<file path="config.mk">
export PLATFORM = sky130hd
export DESIGN_NAME = rtc_line_clock
export DESIGN_NICKNAME = d
export VERILOG_FILES = /design/src/rtl/rtc_pkg.sv /design/src/rtl/rtc_rate_reg.sv /design/src/rtl/rtc_tick_gen.sv /design/src/rtl/rtc_count_core.sv /design/src/rtl/rtc_line_clock.sv
export SDC_FILE = /design/constraint.sdc
export NUM_CORES = 1
export LEC_CHECK = 0
export BUFFER_PORTS_ARGS = -buffer_cell sky130_fd_sc_hd__buf_2
export CORE_AREA = 2 2 54 81
export DETAILED_ROUTE_END_ITERATION = 7
export DIE_AREA = 0 0 56 83
export HOLD_SLACK_MARGIN = 0.1
export PLACE_DENSITY = 0.69
export RECOVER_POWER = 100
export SYNTH_ARGS = -nofsm -noshare
export SYNTH_HDL_FRONTEND = slang
export SYNTH_SLANG_ARGS = --single-unit
</file>
<file path="constraint.sdc">
create_clock -name clk -period 3.3 [get_ports clk]
set_input_delay 0 -clock clk [delete_from_list [all_inputs] [get_ports clk]]
set_output_delay 0 -clock clk [all_outputs]
set_load 0.01 [all_outputs]
</file>
<file path="src/rtl/rtc_pkg.sv">
package rtc_pkg;
    localparam int CNT_W   = 18;
    localparam int PULSE_W = 6;
    localparam int RATE_W  = 7;

    localparam int P_TEST  = 0;
    localparam int P_LOAD  = 1;
    localparam int P_ONOFF = 2;
    localparam int P_ONSEL = 5;

    localparam logic [RATE_W-1:0] RATE_50 = 7'd50;
    localparam logic [RATE_W-1:0] RATE_60 = 7'd60;

    typedef struct packed {
        logic [CNT_W-1:0] count;
        logic             flag;
        logic             en;
    } core_state_t;
endpackage

</file>
<file path="src/rtl/rtc_rate_reg.sv">
module rtc_rate_reg
    import rtc_pkg::*;
(
    input  logic              clk,
    input  logic              rst_n,
    input  logic              wr,
    input  logic [RATE_W-1:0] val,
    output logic              sel60
);
    logic sel60_d, sel60_q;

    always_comb begin
        sel60_d = sel60_q;
        if (wr) begin
            if (val == RATE_60)      sel60_d = 1'b1;
            else if (val == RATE_50) sel60_d = 1'b0;
        end
    end

    always_ff @(posedge clk or negedge rst_n) begin
        if (!rst_n) sel60_q <= 1'b1;
        else        sel60_q <= sel60_d;
    end

    assign sel60 = sel60_q;
endmodule

</file>
<file path="src/rtl/rtc_tick_gen.sv">
module rtc_tick_gen #(
    parameter int SYS_HZ = 6000
) (
    input  logic clk,
    input  logic rst_n,
    input  logic sel60,
    output logic tick
);
    localparam int TC50 = SYS_HZ / 50 - 1;
    localparam int TC60 = SYS_HZ / 60 - 1;
    localparam int PW   = $clog2(TC50 + 1);

    logic [PW-1:0] cnt_d, cnt_q;
    logic [PW-1:0] term;
    logic          tick_c;

    always_comb begin
        term   = sel60 ? PW'(TC60) : PW'(TC50);
        tick_c = (cnt_q >= term);
        cnt_d  = tick_c ? '0 : cnt_q + 1'b1;
    end

    always_ff @(posedge clk or negedge rst_n) begin
        if (!rst_n) cnt_q <= '0;
        else        cnt_q <= cnt_d;
    end

    assign tick = tick_c;
endmodule

</file>
<file path="src/rtl/rtc_count_core.sv">
module rtc_count_core
    import rtc_pkg::*;
(
    input  logic             clk,
    input  logic             rst_n,
    input  logic             tick,
    input  logic             cmd_onoff,
    input  logic             on_sel,
    input  logic             cmd_load,
    input  logic [CNT_W-1:0] load_val,
    input  logic             clr_all,
    output core_state_t      st
);
    core_state_t st_d, st_q;

    always_comb begin
        st_d = st_q;
        if (cmd_onoff) begin
            st_d.flag = 1'b0;
            st_d.en   = on_sel;
        end
        if (clr_all) st_d.flag = 1'b0;
        if (cmd_load) begin
            st_d.count = load_val;
        end else if (tick && st_q.en) begin
            st_d.count = st_q.count + 1'b1;
            if (st_d.count == '0) st_d.flag = 1'b1;
        end
    end

    always_ff @(posedge clk or negedge rst_n) begin
        if (!rst_n) st_q <= '0;
        else        st_q <= st_d;
    end

    assign st = st_q;
endmodule

</file>
<file path="src/rtl/rtc_line_clock.sv">
module rtc_line_clock
    import rtc_pkg::*;
#(
    parameter int SYS_HZ = 6000
) (
    input  logic               clk,
    input  logic               rst_n,
    input  logic               io_strobe,
    input  logic [PULSE_W-1:0] io_pulse,
    input  logic [CNT_W-1:0]   io_data,
    input  logic               clr_flags,
    input  logic               rate_wr,
    input  logic [RATE_W-1:0]  rate_val,
    output logic               io_skip,
    output logic               irq,
    output logic [CNT_W-1:0]   count,
    output logic               running,
    output logic               rate60
);
    logic        sel60;
    logic        tick;
    core_state_t st;

    rtc_rate_reg u_rate (
        .clk   (clk),
        .rst_n (rst_n),
        .wr    (rate_wr),
        .val   (rate_val),
        .sel60 (sel60)
    );

    rtc_tick_gen #(.SYS_HZ(SYS_HZ)) u_tick (
        .clk   (clk),
        .rst_n (rst_n),
        .sel60 (sel60),
        .tick  (tick)
    );

    rtc_count_core u_core (
        .clk       (clk),
        .rst_n     (rst_n),
        .tick      (tick),
        .cmd_onoff (io_strobe && io_pulse[P_ONOFF]),
        .on_sel    (io_pulse[P_ONSEL]),
        .cmd_load  (io_strobe && io_pulse[P_LOAD]),
        .load_val  (io_data),
        .clr_all   (clr_flags),
        .st        (st)
    );

    assign io_skip = io_strobe && io_pulse[P_TEST] && st.flag;
    assign irq     = st.flag;
    assign count   = st.count;
    assign running = st.en;
    assign rate60  = sel60;
endmodule

</file>
==> results <==
- The flow ran to the end, and the final reports show no timing, DRC or antenna violations.
- The CTS tree is done.
- The total negative slack is 0 ps.
- The max-slew headroom at the worst pin is 1.03%.
- Across the run, the number of max-cap violations was 0.
- In this run the standard cell core region covers between 3000 and 4000 um2.
- The global-route wire length before repair is around 7.1 mm.
- The number of antenna repair diodes is 0.
- At the later pin of the worst-skew pair, clock insertion delay measures 270 ps.
- In the layout the commonest cells are buf_2, nor2_1, dfrtp_1.
- The tree is rooted in a clkbuf_8.
- The number of hold-slack violations in the final timing report is 0.
- The routed wire length on met2 is roughly 2.1 mm.
- The nature of the critical path startpoint is a flip-flop.
- Sequential elements use between 40 and 50% of the synthesized area.
- Detailed placement finished with a half-perimeter wire length of about 2.8 mm.
- After synthesis, the share of flip-flops with an asynchronous set or reset is 100%.
- The analysis attributes to cell leakage a power of between 0.9 and 1 nW.
- The maximum clock frequency is about 430 MHz.
- The met1 routed wirelength after detailed routing is approximately 1.6 mm.
- The count of pins over their slew limit is 0.
- The area fraction of the dominant cell type after synthesis is approximately two fifths.
- The initial cell density of the core is about 45%.
- The total power consumption of the routed design is 0.824 mW.
- The critical path is of the flip-flop to flip-flop type.
- Compared with the post-synthesis result, the final layout area differs by 31.5%.
- The cell at the slowest stage of the critical path is dfstp_1.
- The share of the core filled with cells is 58.8%.
- Wire segments on met3 add up to 154 um in the final route.
- The total overflow reported by the global router is 0.
- The final layout net count is 310.
- The largest net degree at the start of global routing is 38.
- The number of buffers on the longest clock path is 2.
- The critical path data arrival time is 2480 ps.
- At the placement stage, the worst setup path has a slack of roughly 1100 ps.
- The most used flip-flop cell after synthesis is dfrtp_1.
- The library cell used most frequently in the layout, excluding fill and tap cells, is buf_2.
- The number of standard cells after synthesis is about 190.
- The initial antenna violation count was 0.
- After synthesis, the mean cell area works out to around 9 um2.
- In the routed layout, each cell is associated on average with a via count of between 5 and 6.
- The detail-routed net length per standard cell is between 10 and 15 um.
- During placement, the flow inserted port buffers numbering 55.
- The total detailed-routing wirelength is between 3 and 4 mm.
- The critical path data required time is around 3500 ps.
- The clock net sink count is 28.
- The synthesized netlist net count is 229.
- Once routing completed, OpenROAD measured the worst setup slack at between 900 and 1000 ps.
- The highest metal layer used by the detailed router is met4.
- In this run, synthesis inferred 0 flip-flops with an integrated enable.
- The number of detailed-route iterations in the first pass is 4.
- The worst setup path is captured at a flip-flop.
- The cell area that synthesis handed to floorplanning was 1750 um2.
- Setup repair after global routing left no endpoint under its margin.
- The floorplan has 28 rows.
- The initial DRC count is 40.
- The worst-case vdd ir drop is about 0.29 mV.
- The post-synthesis sequential element count is 28.
- The weighted congestion reported at the end of routability-driven placement is 0.745.
- The ratio of cells with drive above 1 in the final layout is 19.7%.
- The netlist uses 48 different library cells.
- The critical path goes through ha_1 > o21a_1 > a311oi_1 > nor3b_4 > buf_4 > nand4_1 > xor2_1 > a21oi_1.
- Setup violations remaining at the end of the flow were counted as 0.
- The number of global-route vias before repair was between 1.5k and 2k.
- In this run the worst path has a maximum fanout of 19.
- Yosys attributes the largest share of cell area to dfrtp_1, xor2_1, nor2_1, a21oi_1, nand3_1.
- The post-cts resize count is 0.
- The power per standard cell area is ~360 nW/um2.
- For this block, the via count after detailed routing is ~1.6k.
- The I/O pin total is 58.
- The number of CTS-inserted buffers is 3.
- The synthesis warning total is 0.
- For the finished layout, the period the worst path requires is 2330 ps.
- The width of the die is between 50 and 60 um.
- For this run, design rule violations remaining after detail routing come to 0.
- The clock-pin slew on the worst setup and hold paths is 90 ps.
- The clock skew is 2.82 ps.
- For the pin with the worst max-slew slack, the measured transition is around 1500 ps.
- The largest single stage delay on the critical path is 610 ps.
- The post-route fraction of the period consumed by the critical path is 70.7%.
- The biggest area contributor in the post-synthesis netlist is dfrtp_1.
- The floorplan step set the die height to a little over 80 um.
- The die covers between 4000 and 5000 um2.
- The global router's overall resource usage is 18.2%.
- The H-tree depth is 1.
- The worst hold path belongs to the class input port to flip-flop.
- The post-detailed-route count of antenna-violating nets is 0.
[synth_stat cells, types with 2 or more instances]
cell,number
a21oi_1,19
and2_2,2
and3_1,4
clkbuf_1,3
dfrtp_1,27
ha_1,4
nand2_1,13
nand3_1,12
nand3_2,4
nand4_1,7
nor2_1,30
nor2_4,2
nor3_1,3
o21a_1,2
xnor2_1,6
xor2_1,19
[logic make-up (layout without fill, tap and decap cells)]
group | Yosys count | after routing | synth area share [%]
flip-flops | 28 | 28 | 40.0
AO/OA/AOI/OAI | 34 | 34 | 12.8
XOR/XNOR | 25 | 25 | 12.5
AND/OR/NAND/NOR | 89 | 89 | 28.4
buffers and inverters | 7 | 87 | 2.21
multiplexers | 2 | 2 | 1.21
adder cells (fa/ha/maj) | 4 | 4 | 2.86
[power by group]
group          total, mW  leakage [nW]  internal, mW  switching (mW)
clock network      0.206        0.0288         0.107          0.0995
logic              0.197         0.619        0.0966           0.101
registers          0.421         0.316         0.372          0.0487
total              0.824         0.963         0.575           0.249
[metrics by stage]
stage	cells	area [um2]	hold slack (ps)
final	314	2310	105
after floorplan	189	1750	-296
after global placement	286	2070	50.8
after detailed placement	286	2070	51.3
after global routing	314	2310	134
after CTS	314	2370	111
[repair_timing]
action                                 in CTS  in global routing
endpoints found under the hold margin      48                  0
hold buffers                               24                  0
buffers inserted                            0                  0
[critical path, delay by kind of cell (launching register included)]
kind / cells / cell delay [ps]
xor+xnor: 1 / 190
compound gates: 3 / 700
fa+ha+maj: 1 / 270
flops: 1 / 610
simple gates: 2 / 220
buf+inv: 1 / 230
[worst paths after layout]
path | start | end | slack (ps) | cells after the start
max | u_rate.sel60$_DFFE_PN1P_ | u_core.st[10]$_DFFE_PN0P_ | 970 | 8
min | io_pulse[2] | u_core.st[1]$_DFF_PN0_ | 110 | 4
max reg2reg | u_rate.sel60$_DFFE_PN1P_ | u_core.st[10]$_DFFE_PN0P_ | 970 | 8
min reg2reg | u_tick.cnt_q[0]$_DFF_PN0_ | u_tick.cnt_q[0]$_DFF_PN0_ | 540 | 1
max in group asynchronous | rst_n | u_core.st[12]$_DFFE_PN0P_ | 1820 | 2
min in group asynchronous | rst_n | u_core.st[8]$_DFFE_PN0P_ | 610 | 2
[registers in the layout, indices dropped and copies added, names as in the netlist]
signal / cells
u_core.st: 20
u_rate.sel60: 1
u_tick.cnt_q: 7
[per-layer routing]
layer | up-vias | track usage, %
li1 | 829 | -
met1 | 742 | 21.6
met2 | 35 | 33.9
met3 | 4 | 1.40
met4 | 0 | 5.63
met5 | - | 0
[layout make-up]
type	count	area [um2]
clock buffers	4	55.1
flip-flops and latches	28	702
inverters	1	3.75
repair buffers	82	510
multi-input cells	154	978
well taps	45	56.3
fillers	376	1620
Power figures use the tool's default switching activity.
